<file path="src/rtl/wpd_pkg.sv">
package wpd_pkg;
  // number of command bytes already matched in the current chain
  typedef enum logic [2:0] {
    ST_IDLE = 3'd0,
    ST_K1   = 3'd1,
    ST_K2   = 3'd2,
    ST_X3   = 3'd3,
    ST_X4   = 3'd4,
    ST_X5   = 3'd5
  } step_e;

  typedef struct packed {
    logic  hit;      // write matches the next expected step
    logic  unlock;   // prefix completed
    logic  disarm;   // disable chain completed
    step_e nxt;      // chain position after this write
  } match_t;
endpackage

</file>
<file path="src/rtl/wpd_match.sv">
module wpd_match
  import wpd_pkg::*;
#(
  parameter int          CMP_W  = 15,
  parameter int          DATA_W = 8,
  parameter logic [14:0] ADDR_A = 15'h5555,
  parameter logic [14:0] ADDR_B = 15'h2AAA,
  parameter logic [7:0]  D_K1   = 8'hAA,
  parameter logic [7:0]  D_K2   = 8'h55,
  parameter logic [7:0]  D_UNL  = 8'hA0,
  parameter logic [7:0]  D_EXT  = 8'h80,
  parameter logic [7:0]  D_DIS  = 8'h20
) (
  input  step_e             step,
  input  logic [CMP_W-1:0]  addr,
  input  logic [DATA_W-1:0] data,
  output match_t            res
);
  localparam logic [CMP_W-1:0]  CA = CMP_W'(ADDR_A);
  localparam logic [CMP_W-1:0]  CB = CMP_W'(ADDR_B);
  localparam logic [DATA_W-1:0] K1 = DATA_W'(D_K1);
  localparam logic [DATA_W-1:0] K2 = DATA_W'(D_K2);
  localparam logic [DATA_W-1:0] UN = DATA_W'(D_UNL);
  localparam logic [DATA_W-1:0] EX = DATA_W'(D_EXT);
  localparam logic [DATA_W-1:0] DS = DATA_W'(D_DIS);

  logic at_a, at_b;
  assign at_a = (addr == CA);
  assign at_b = (addr == CB);

  always_comb begin
    res     = '0;
    res.nxt = ST_IDLE;
    unique case (step)
      ST_IDLE: if (at_a && data == K1) begin res.hit = 1'b1; res.nxt = ST_K1; end
      ST_K1:   if (at_b && data == K2) begin res.hit = 1'b1; res.nxt = ST_K2; end
      ST_K2: begin
        if (at_a && data == UN) begin
          res.hit = 1'b1; res.unlock = 1'b1; res.nxt = ST_IDLE;
        end else if (at_a && data == EX) begin
          res.hit = 1'b1; res.nxt = ST_X3;
        end
      end
      ST_X3:   if (at_a && data == K1) begin res.hit = 1'b1; res.nxt = ST_X4; end
      ST_X4:   if (at_b && data == K2) begin res.hit = 1'b1; res.nxt = ST_X5; end
      ST_X5:   if (at_a && data == DS) begin res.hit = 1'b1; res.disarm = 1'b1; res.nxt = ST_IDLE; end
      default: ;
    endcase
  end
endmodule

</file>
<file path="src/rtl/wpd_seq.sv">
module wpd_seq
  import wpd_pkg::*;
(
  input  logic   clk,
  input  logic   rst,
  input  logic   wr_evt,
  input  logic   win_expire,
  input  match_t res,
  output step_e  step_eff,   // chain position the current write is judged against
  output logic   unl_eff,    // window unlocked, as seen by the current write
  output logic   cmd_hit,    // current write is a command byte
  output logic   en_q,
  output logic   dis_q
);
  step_e step_q, step_n;
  logic  unl_q, unl_n, en_n, dis_n;
  logic  en_b, dis_b;

  // expiry is applied before the write of the same cycle
  always_comb begin
    step_eff = win_expire ? ST_IDLE : step_q;
    unl_eff  = win_expire ? 1'b0 : unl_q;
    en_b     = win_expire ? 1'b0 : en_q;
    dis_b    = win_expire ? 1'b0 : dis_q;
    cmd_hit  = wr_evt && !unl_eff && res.hit;
    step_n   = step_eff;
    unl_n    = unl_eff;
    en_n     = en_b;
    dis_n    = dis_b;
    if (wr_evt && !unl_eff) begin
      if (res.hit) begin
        step_n = res.nxt;
        if (res.unlock) begin unl_n = 1'b1; en_n = 1'b1; dis_n = 1'b0; end
        if (res.disarm) begin dis_n = 1'b1; en_n = 1'b0; end   // last chain wins
      end else begin
        step_n = ST_IDLE;                                       // mismatch -> idle
      end
    end
  end

  always_ff @(posedge clk) begin
    if (rst) begin
      step_q <= ST_IDLE;
      unl_q  <= 1'b0;
      en_q   <= 1'b0;
      dis_q  <= 1'b0;
    end else begin
      step_q <= step_n;
      unl_q  <= unl_n;
      en_q   <= en_n;
      dis_q  <= dis_n;
    end
  end

  p_step_legal_r9: assert property (@(posedge clk) disable iff (rst)
    $unsigned(step_q) <= 3'd5);
  p_unlock_ends_r10: assert property (@(posedge clk) disable iff (rst)
    (win_expire && !wr_evt) |=> (!unl_q && step_q == ST_IDLE));
  p_pend_excl_r11: assert property (@(posedge clk) disable iff (rst)
    !(en_q && dis_q));
endmodule

</file>
<file path="src/rtl/wpd_prot.sv">
module wpd_prot #(
  parameter logic PROT_INIT = 1'b0
) (
  input  logic clk,
  input  logic rst,
  input  logic commit,
  input  logic en_q,
  input  logic dis_q,
  output logic prot_q,
  output logic prot_eff
);
  logic prot_n;

  always_comb begin
    prot_n = prot_q;
    if (en_q)       prot_n = 1'b1;
    else if (dis_q) prot_n = 1'b0;
    prot_eff = commit ? prot_n : prot_q;
  end

  // reset value models the retained nonvolatile bit
  always_ff @(posedge clk) begin
    if (rst)         prot_q <= PROT_INIT;
    else if (commit) prot_q <= prot_n;
  end

  p_prot_hold_r5: assert property (@(posedge clk) disable iff (rst)
    !commit |=> $stable(prot_q));
  p_prot_arm_r5: assert property (@(posedge clk) disable iff (rst)
    (commit && en_q) |=> prot_q);
  p_prot_clear_r6: assert property (@(posedge clk) disable iff (rst)
    (commit && dis_q) |=> !prot_q);
endmodule

</file>
<file path="src/rtl/wpd_top.sv">
module wpd_top
  import wpd_pkg::*;
#(
  parameter int   ADDR_W    = 17,
  parameter int   DATA_W    = 8,
  parameter int   CMP_W     = 15,
  parameter logic PROT_INIT = 1'b0
) (
  input  logic              clk,
  input  logic              rst,
  input  logic              wr_evt,
  input  logic [ADDR_W-1:0] wr_addr,
  input  logic [DATA_W-1:0] wr_data,
  input  logic              win_expire,
  output logic              wr_vld,
  output logic              wr_store,
  output logic              prot_state
);
  localparam int HI_W = ADDR_W - CMP_W;

  step_e  step_eff;
  match_t res;
  logic   unl_eff, cmd_hit, en_q, dis_q, prot_eff, store_c;

  // upper address bits are don't-care for command matching
  generate
    if (HI_W > 0) begin : g_hi
      logic unused_hi;
      assign unused_hi = ^wr_addr[ADDR_W-1:CMP_W];
    end
  endgenerate

  wpd_match #(.CMP_W(CMP_W), .DATA_W(DATA_W)) u_match (
    .step (step_eff),
    .addr (wr_addr[CMP_W-1:0]),
    .data (wr_data),
    .res  (res)
  );

  wpd_seq u_seq (
    .clk        (clk),
    .rst        (rst),
    .wr_evt     (wr_evt),
    .win_expire (win_expire),
    .res        (res),
    .step_eff   (step_eff),
    .unl_eff    (unl_eff),
    .cmd_hit    (cmd_hit),
    .en_q       (en_q),
    .dis_q      (dis_q)
  );

  wpd_prot #(.PROT_INIT(PROT_INIT)) u_prot (
    .clk      (clk),
    .rst      (rst),
    .commit   (win_expire),
    .en_q     (en_q),
    .dis_q    (dis_q),
    .prot_q   (prot_state),
    .prot_eff (prot_eff)
  );

  assign store_c = !cmd_hit && (!prot_eff || unl_eff);

  always_ff @(posedge clk) begin
    if (rst) begin
      wr_vld   <= 1'b0;
      wr_store <= 1'b0;
    end else begin
      wr_vld   <= wr_evt;
      wr_store <= wr_evt && store_c;
    end
  end

  p_vld_follow_r2: assert property (@(posedge clk) disable iff (rst)
    wr_evt |=> wr_vld);
  p_vld_quiet_r2: assert property (@(posedge clk) disable iff (rst)
    !wr_evt |=> (!wr_vld && !wr_store));
  p_cmd_dropped_r12: assert property (@(posedge clk) disable iff (rst)
    (wr_evt && res.hit && !unl_eff) |=> !wr_store);
  p_dummy_write_r7: assert property (@(posedge clk) disable iff (rst)
    (wr_evt && prot_state && !win_expire && !unl_eff) |=> (wr_vld && !wr_store));
endmodule

</file>
<file path="config.mk">
export PLATFORM = sky130hd
export DESIGN_NAME = wpd_top
export DESIGN_NICKNAME = d
export VERILOG_FILES = /design/src/rtl/wpd_pkg.sv /design/src/rtl/wpd_match.sv /design/src/rtl/wpd_seq.sv /design/src/rtl/wpd_prot.sv /design/src/rtl/wpd_top.sv
export SDC_FILE = /design/constraint.sdc
export NUM_CORES = 1
export LEC_CHECK = 0
export CORE_MARGIN = 2
export CORE_UTILIZATION = 46
export DETAILED_ROUTE_END_ITERATION = 7
export PLACE_DENSITY = 0.94
export SETUP_SLACK_MARGIN = 0.1
export SLEW_MARGIN = 0
export SYNTH_ARGS = -nofsm -noshare
export SYNTH_HDL_FRONTEND = slang
export SYNTH_SLANG_ARGS = --single-unit
</file>
<file path="constraint.sdc">
create_clock -name clk -period 3.1 [get_ports clk]
set_input_delay 0.465 -clock clk [delete_from_list [all_inputs] [get_ports clk]]
set_output_delay 0.465 -clock clk [all_outputs]
set_load 0.01 [all_outputs]
</file>
; Word level (Yosys, flattened, before mapping)
; Index checks and enable logic that the tools add are counted.
[op_classes]
add_sub_neg = 0
multipliers = 0
div_mod_pow = 0
n_lt_le_gt_ge = 0
n_eq_ne = 12
shifts = 0
n_mux = 37
bitwise_logic = 0
n_reduce_logical = 16
[op_table]
columns = op, n
row1 = $mux 1, 26
row2 = $eq 8x8->1 const B, 3
row3 = $mux 3, 6
row4 = $pmux 3 s6, 1
row5 = $eq 15x14->1 const B, 1
row6 = $eq 15x15->1 const B, 1
row7 = $logic_and 1x1->1, 9
row8 = $eq 8x6->1 const B, 1
row9 = $eq 8x7->1 const B, 1
row10 = $eq 3x2->1 const B, 2
row11 = $eq 3x3->1 const B, 2
row12 = $mux 2, 2
row13 = $mux 4, 1
row14 = $pmux 1 s4, 1
row15 = $reduce_or 2->1, 2
row16 = $eq 3x1->1 const B, 1
row17 = $logic_not 1->1, 3
row18 = $logic_not 3->1, 1
row19 = $logic_or 1x1->1, 1
[word_totals]
reg_bits = 9
latchBits = 0
mem_bits_rw = 0
rom_bits = 0
out_inout_bits = 3
elab_cells = 72
memories = 0

; Depth between registers and ports, before layout
; Gate-level depths: netlist of the first run.
[depth]
ltp_word = 9
ltp_mapped = 6

; By module
; A second synthesis of the first run with hierarchy kept.
[unflattened]
hier_cells = 83
hier_area_um2 = 739.5
[modules_own_cells]
columns = mod, instances, cells_each, area_each_um2, seq_area_each_um2
row1 = wpd_match, 1, 41, 315.3, 0.0
row2 = wpd_seq, 1, 32, 305.3, 120.1
row3 = wpd_top, 1, 5, 72.6, 40.0
row4 = wpd_prot, 1, 5, 46.3, 20.0

; Worst setup path before layout of the first run
; Ideal clock, no wire load.
[synth_path]
path_kind = input to register
startpoint = input win_expire
endpoint = register u_seq.en_q
setup_ns = 0.079
arrival_time_ns = 1.683
required_time_ns = 3.021
path_slack_ns = 1.337
path_stages = 5
n_path_buf = 1
cell_sequence = buf_6 > nor4b_4 > nand3_2 > or4_4 > a211oi_2
[synth_via]
elab_chain_cells = 7
[synth_lines]
columns = item, line_no
row1 = "start, declared", wpd_top.sv:14  ; input logic win_expire,
row2 = $mux 3, wpd_seq.sv:21  ; step_eff = win_expire ? ST_IDLE : step_q;
row3 = $eq 3x2->1, wpd_match.sv:34  ; unique case (step)
row4 = $mux 1, wpd_match.sv:34
row5 = $mux 1, wpd_seq.sv:33  ; if (res.unlock) begin unl_n = 1'b1; en_n = 1'b1; dis_n = 1'b0; end
row6 = $mux 1, wpd_seq.sv:34  ; if (res.disarm) begin dis_n = 1'b1; en_n = 1'b0; end
row7 = $mux 1, wpd_seq.sv:31  ; if (res.hit) begin
row8 = $mux 1 (*), wpd_seq.sv:30  ; if (wr_evt && !unl_eff) begin
row9 = "end signal, assigned", wpd_seq.sv:50  ; en_q <= en_n;
row10 = "end, declared", wpd_seq.sv:12  ; output logic en_q,
; Every way passes the cells marked *; elsewhere a longest branch is shown, timed or not.
; A chain may end at the register's enable or synchronous reset.

; Worst setup path in the final report of the first run
; Ends and elaborated chain as after synthesis.

==> run metrics, run 1 <==
via count=903; CP Capture Type=register; critical path, cell by cell=clkdlybuf4s50_1 > nor4b_4 > nand3_2 > or4_4 > a211oi_2; cell area after layout=0.00111 mm^2; skew final=5.17 ps; post-CTS sizing=0; most numerous cell in the Yosys netlist=dfxtp_1; worst IR drop on VDD=0.151 mV; total gr overflow=0; RePlAce Congestion=0.817; post-DP HPWL=1650 um; standard-cell row count=15; Pwr Density=248 mW/mm^2; Max Clk Rate=0.433 GHz; Mapped Area=818 um^2; I/O pin total=32; Num CTS Buffers=3; M2 GR Usage=38.3%; chip width=46.2 um; area grow syn2layout=35.6%; Core Region=0.00171 mm^2; met1 Use GR=24.0%; Final Hold Viols=0; FF+latch count, synth=9; number of DRC violations after detailed-routing iteration 0=48; post-synth top area cell=dfxtp_1; max cap viols=0; remaining antenna violation count=0; H-tree Lvls=1; vias in the first global route=819; gr usage total=21.0%; Worst Hold Slack=539 ps; GRT Max-Usage Layer=met2; Non-Filler Instances=150; GR met3 Demand/Resource=4.31%; CP arrival=2500 ps; DP Cell Count=146; FFs w/ async S/R, synth=0%; Root Driver=clkbuf_4; final wirelength=2050 um; slowest CP cell=clkdlybuf4s50_1; Required @ worst endpoint=3290 ps; Clock Tree Buf Depth=2; chip height=46.2 um; antenna cell count=0; simple-gate portion of the synthesized area=50.2%; PnR Total Power=276 uW; Worst-Skew Late Latency=260 ps; Worst Max-Slew Pin Slew=615 ps; max_slew headroom=58.9%; Crit path largest cell delay=720 ps; post-synthesis xor/xnor area fraction=2.14%; period utilization=74.6%; Yosys warnings=0; mux share of post-synthesis cell area=0%; first-pass GRT wire length=3310 um; EDFF count, synth=0; final setup violation count=0; Synth Flop Type=dfxtp_1; clock sinks=9; status=completed; Post-synth top cells=dfxtp_1 (9), nor2_1 (8), nor4_1 (7), inv_1 (6); top post-synthesis cells by area=dfxtp_1 (22%), and4b_1 (6.1%), nor4_1 (5.4%), buf_6 (4.1%), nand4_1 (3.8%); Place WS=534 ps; final core occ=65.0%; setup TNS=0 ps; syn nets=127; synthesized instance count=98; Post-CTS Setup Bufs=0; layout cells sized above 1=12.0%; DR DRC count=0; DR WL/cell=13.7 um; Final Critical Period=2310 ps; Max Slew Vio Count=0; post-synthesis sequential area ratio=22.0%; Hold Crit Class=reg -> reg; synth unique cells=40; die area=0.00213 mm^2; Crit Path Class=in -> reg; vias per cell=6.02; Cell Area, Placed=0.00108 mm^2; largest family of logic cells by synthesized area=simple AND/OR/NAND/NOR gates; Pleak=0.391 nW; router iterations before antenna repair=4; Setup WS post-layout=789 ps; Post-layout nets=155; cts hold-fix bufs=0; initial core utilization=47.9%; RSZ-0062 raised after global routing=false; Critical Path Fanout Max=17; Adder-Cell Fraction of Synth Area=0%; Compound-Gate Fraction of Synth Area=16.1%; CP Launch Type=input pin; CTS tree=done; clock slew at reported path FFs=60 ps; buffers added on ports=29; initial antenna violation count=0; Avg Cell Area, Syn=8.35 um^2; largest net degree at the start of global routing=18; top cell type's share of synthesized area=22.0%
## cell type report
cell class,instances,area (um^2)
Clock buffer,4,26.3
Fill cell,131,598
Inverter,6,22.5
Multi-Input combinational cell,77,559
Sequential cell,9,180
Tap cell,25,31.3
Timing Repair Buffer,29,290
## cell usage in the layout (no fill, tap or decap), drive strengths merged, types with 4 or more instances in the layout
master	netlist	layout
dfxtp	9	9
nand4	6	6
nand2	4	4
inv	6	6
nor2	9	9
nor3	5	5
nand2b	4	4
clkbuf	0	4
nor4	8	8
and4b	5	5
clkdlybuf4s50	0	29
## cells by family (layout without fill, tap and decap cells)
logic type | after synthesis | count (layout)
AND/OR/NAND/NOR | 59 | 59
AO/OA/AOI/OAI | 16 | 16
buffers and inverters | 12 | 39
flip-flops | 9 | 9
XOR/XNOR | 2 | 2
## per-layer routing
layer  share of wire [%]  vias to the layer above
li1                    -                      433
met1                  37                      411
met2                  53                       55
met3                 9.3                        4
met4                0.68                        0
met5                   0                        -
## worst paths after layout
kind / slack [ps] / start / end / cells after the start
worst max register to register: 1290 / u_seq.step_q[2] / wr_store / 5
worst min register to register: 540 / u_seq.dis_q / u_prot.prot_q / 3
worst max-delay path: 790 / win_expire / u_seq.en_q / 5
worst min-delay path: 540 / u_seq.dis_q / u_prot.prot_q / 3
## flip-flops by register name, summed over array words and instances, names as in the netlist
signal	cells
u_prot.prot_q	1
u_seq.dis_q	1
u_seq.en_q	1
u_seq.step_q	3
u_seq.unl_q	1
wr_store	1
wr_vld	1
## where the power goes
group	internal, mW	switching, mW
combinational	0.0398	0.0270
clock	0.0496	0.0420
sequential	0.117	0.000253
total	0.206	0.0692
## worst max-delay path, delay by kind of cell
kind                   cells  cell delay [ps]
AOI/OAI and AO/OA          1              210
buffers and inverters      1              720
and+or+nand+nor            3             1100
Note: power is estimated with default switching activity, not from simulation.
==> inputs of run 2 (changes only) <==
--- a/config.mk
+++ b/config.mk
@@ -6,9 +6,9 @@
 export NUM_CORES = 1
 export LEC_CHECK = 0
 export CORE_MARGIN = 2
-export CORE_UTILIZATION = 46
+export CORE_UTILIZATION = 43
 export DETAILED_ROUTE_END_ITERATION = 7
-export PLACE_DENSITY = 0.94
+export PLACE_DENSITY = 0.89
 export SETUP_SLACK_MARGIN = 0.1
 export SLEW_MARGIN = 0
 export SYNTH_ARGS = -nofsm -noshare
==> constraint.sdc (replaced) <==
create_clock -name clk -period 2.4 [get_ports clk]
set_input_delay 0.36 -clock clk [delete_from_list [all_inputs] [get_ports clk]]
set_output_delay 0.36 -clock clk [all_outputs]
set_load 0.01 [all_outputs]
==> run metrics, run 2 (synthesized netlist as in run 1, its figures left out) <==
Hold Crit Class=reg -> reg; vias per cell=6.00; total gr overflow=0; Worst-Skew Late Latency=270 ps; die area=0.00227 mm^2; number of DRC violations after detailed-routing iteration 0=27; Top reg by flops=u_seq.step_q; max cap viols=0; first-pass GRT wire length=3350 um; Num CTS Buffers=3; Pwr Density=324 mW/mm^2; chip height=47.6 um; gr usage total=21.0%; PnR Total Power=364 uW; Crit Path Class=in -> reg; status=completed; cts hold-fix bufs=0; chip width=47.6 um; DR WL/cell=14.2 um; post-CTS sizing=0; Core Region=0.00176 mm^2; Root Driver=clkbuf_4; I/O pin total=32; Filler cells=163; Worst Hold Slack=552 ps; remaining antenna violation count=0; max_slew headroom=71.3%; post-DP HPWL=1720 um; CP arrival=2230 ps; skew final=8.35 ps; Largest register FFs=3; via count=912; H-tree Lvls=1; Final Critical Period=2020 ps; CP Capture Type=register; largest net degree at the start of global routing=12; antenna cell count=0; DR DRC count=0; RePlAce Congestion=0.926; layout cells sized above 1=13.4%; router iterations before antenna repair=4; Final Hold Viols=0; Critical Path Fanout Max=11; buffers added on ports=29; final setup violation count=0; most common cell after layout, fill and taps aside=clkdlybuf4s50_1; clock sinks=9; worst IR drop on VDD=0.195 mV; Required @ worst endpoint=2610 ps; Post-CTS Setup Bufs=0; CP Launch Type=input pin; Non-Filler Instances=152; Pleak=0.400 nW; period utilization=84.4%; final core occ=63.8%; initial core utilization=46.4%; Max Slew Vio Count=0; clock slew at reported path FFs=70 ps; area grow syn2layout=37.5%; final wirelength=2160 um; CTS tree=done; setup TNS=0 ps; vias in the first global route=854; most frequent cells in the layout=clkdlybuf4s50_1 (29), dfxtp_1 (9), nor2_1 (8); Clock Tree Buf Depth=2; Post-layout nets=157; Max Clk Rate=0.494 GHz; DP Cell Count=148; standard-cell row count=15; Worst Max-Slew Pin Slew=429 ps; RSZ-0062 raised after global routing=false; initial antenna violation count=0
[run 2: worst max-delay path, stage by stage]
cell and delay (ps):
clkdlybuf4s50_1 590, buf_4 260, or2b_1 290, nor3b_1 210, nand4_1 110, nor4_1 250
or3_1 160
[run 2: cell type report]
class / instances / area [um^2] / share of cell area, %
tap: 25 / 31.3 / 2.78
clock buffer: 4 / 26.3 / 2.34
timing repair buffer: 31 / 305 / 27.1
inverter: 6 / 22.5 / 2.00
sequential: 9 / 180 / 16.0
multi-input combinational: 77 / 559 / 49.7
[run 2: final timing paths]
kind | from | to | slack [ps] | cells past startpoint
setup / recovery | win_expire | u_seq.step_q[2] | 380 | 7
hold / removal | u_seq.unl_q | u_seq.unl_q | 550 | 2
setup reg to reg | u_seq.step_q[2] | u_seq.step_q[2] | 630 | 5
hold reg to reg | u_seq.unl_q | u_seq.unl_q | 550 | 2
[run 2: metrics by stage]
step	setup WS (ps)	area [um^2]
final	375	1120
after global routing	287	1120
after CTS	395	1120
after detailed placement	139	1100
after global placement	164	1100
after floorplan	742	818
[run 2: power by group]
| group | leakage [nW] | switching, mW | internal (mW) | total (mW) |
|---|---|---|---|---|
| clock network | 0.0150 | 0.0592 | 0.0643 | 0.124 |
| logic | 0.312 | 0.0357 | 0.0535 | 0.0893 |
| registers | 0.0730 | 0.000337 | 0.151 | 0.151 |
| total | 0.400 | 0.0953 | 0.269 | 0.364 |
[run 2: metal layers]
layer | routed length [um] | GRT usage (%)
met1 | 769 | 21.5
met2 | 1140 | 38.9
met3 | 200 | 4.53
met4 | 42 | 12.4
met5 | 0 | 0
==> inputs of run 3 (changes only) <==
==> constraint.sdc (replaced) <==
create_clock -name clk -period 2 [get_ports clk]
set_input_delay 0.3 -clock clk [delete_from_list [all_inputs] [get_ports clk]]
set_output_delay 0.3 -clock clk [all_outputs]
set_load 0.01 [all_outputs]
==> run metrics, run 3 (synthesized netlist as in run 1, its figures left out) <==
most frequent cells in the layout=clkdlybuf4s50_1 (28), buf_4 (10), nor2_1 (8), dfxtp_1 (8); Max Clk Rate=0.556 GHz; CP arrival=2000 ps; CP Capture Type=register; initial antenna violation count=0; clock slew at reported path FFs=60 ps; Combinational Power Share=27.1%; chip width=47.6 um; layout cells sized above 1=21.5%; Worst path depth=6; M2 GR Usage=40.5%; max cap viols=0; DR WL/cell=13.5 um; period utilization=89.9%; Crit Path Class=in -> reg; worst IR drop on VDD=0.210 mV; Post-layout nets=165; gr usage total=21.6%; net switching power=122 uW; Bufs and invs on worst path=1; router iterations before antenna repair=4; status=completed; most common cell after layout, fill and taps aside=clkdlybuf4s50_1; final wirelength=2160 um; RSZ-0062 raised after global routing=false; Clock Tree Buf Depth=2; DR DRC count=0; via count=929; Filler cells=150; number of DRC violations after detailed-routing iteration 0=36; skew final=1.39 ps; Num CTS Buffers=3; total gr overflow=0; max_slew headroom=78.0%; met1 Use GR=24.1%; clock power share=33.0%; final setup violation count=0; clock sinks=9; Post-CTS Setup Bufs=0; multi-input logic area=597 um^2; delay-heaviest family, CP=simple AND/OR/NAND/NOR gates; Final Hold Viols=0; area grow syn2layout=49.8%; chip height=47.6 um; antenna cell count=0; vias in the first global route=867; Core Region=0.00176 mm^2; Reg area=181 um^2; slowest CP cell=clkdlybuf4s50_1; Largest register FFs=3; Crit path largest cell delay=530 ps; Top reg by flops=u_seq.step_q; Worst Max-Slew Pin Slew=326 ps; Final Critical Period=1800 ps; Max Slew Vio Count=0; Required @ worst endpoint=2200 ps; Critical Path Fanout Max=3; Sw Share=26.8%; H-tree Lvls=1; largest net degree at the start of global routing=11; CTS tree=done; GR met3 Demand/Resource=3.77%; buffers added on ports=29; remaining antenna violation count=0; vias per cell=5.81; cts hold-fix bufs=0; GRT Max-Usage Layer=met2; Internal Power=333 uW; critical path, cell by cell=clkdlybuf4s50_1 > nand2b_4 > nor4_4 > nand4_2 > or4_4 > a211oi_2; post-DP HPWL=1740 um; Worst-Skew Late Latency=270 ps; Root Driver=clkbuf_4; Hold Crit Class=reg -> reg; Hold Crit Depth=2; first-pass GRT wire length=3460 um; Seq pwr share=39.9%; Pleak=0.466 nW; PnR Total Power=455 uW; Worst Hold Slack=536 ps; CP Launch Type=input pin; FF-to-FF path depth=4; standard-cell row count=15; I/O pin total=32; die area=0.00227 mm^2; Pwr Density=371 mW/mm^2; RePlAce Congestion=0.836; initial core utilization=46.4%
[run 3: changes by cell type in the layout (fill, tap and decap cells not counted), sizes merged]
cell,change
dlymetal6s2s,+1
buf,+8
clkdlybuf4s50,-1
[run 3: worst min-delay path, delay by kind of cell, from the launching register on]
family / cells / cell delay [ps]
AO/OA/AOI/OAI: 1 / 70
flip-flops: 1 / 360
AND/OR/NAND/NOR: 1 / 70
[run 3: metrics by stage]
stage	utilization, %	cell area, um^2	TNS (ps)	setup WS (ps)	instances
detailed placement	65.7	1160	-792	-177	156
finish	69.5	1230	0	201	160
global placement	65.7	1160	-356	-141	156
global route	69.5	1230	0	102	160
CTS	67.2	1180	0	105	160
floorplan	-	818	0	389	98
[run 3: power by group through the flow]
stage / logic [mW] / registers [mW] / clock network, mW
finish: 0.124 / 0.182 / 0.150
global route: 0.133 / 0.182 / 0.161
CTS: 0.115 / 0.182 / 0.152
detailed placement: 0.115 / 0.186 / 0
global placement: 0.111 / 0.186 / 0
floorplan: 0.0356 / 0.187 / 0
[run 3: final timing paths]
kind                   start       endpoint  slack [ps]
max reg2reg  u_seq.step_q[1]     u_seq.en_q         260
max               wr_addr[4]     u_seq.en_q         200
min reg2reg    u_prot.prot_q  u_prot.prot_q         540
min            u_prot.prot_q  u_prot.prot_q         540
[run 3: final cells by class]
| cell class | count | share of cell area (%) |
|---|---|---|
| tap | 25 | 2.55 |
| clock buffer | 4 | 2.14 |
| inverter | 6 | 1.84 |
| multi-input combinational | 77 | 48.7 |
| sequential | 9 | 14.8 |
| timing repair buffer | 39 | 30.0 |
[run 3: what timing repair did]
| action | CTS | global route |
|---|---|---|
| gates resized for setup | 0 | 7 |
| endpoints found under the setup margin | 0 | 5 |
| hold endpoints to repair | 0 | 0 |
[run 3: metal layers]
layer / vias up / part of all wire (%)
met5: - / 0
met4: 0 / 1.1
met3: 3 / 8.0
met2: 50 / 52
met1: 425 / 39
li1: 451 / -
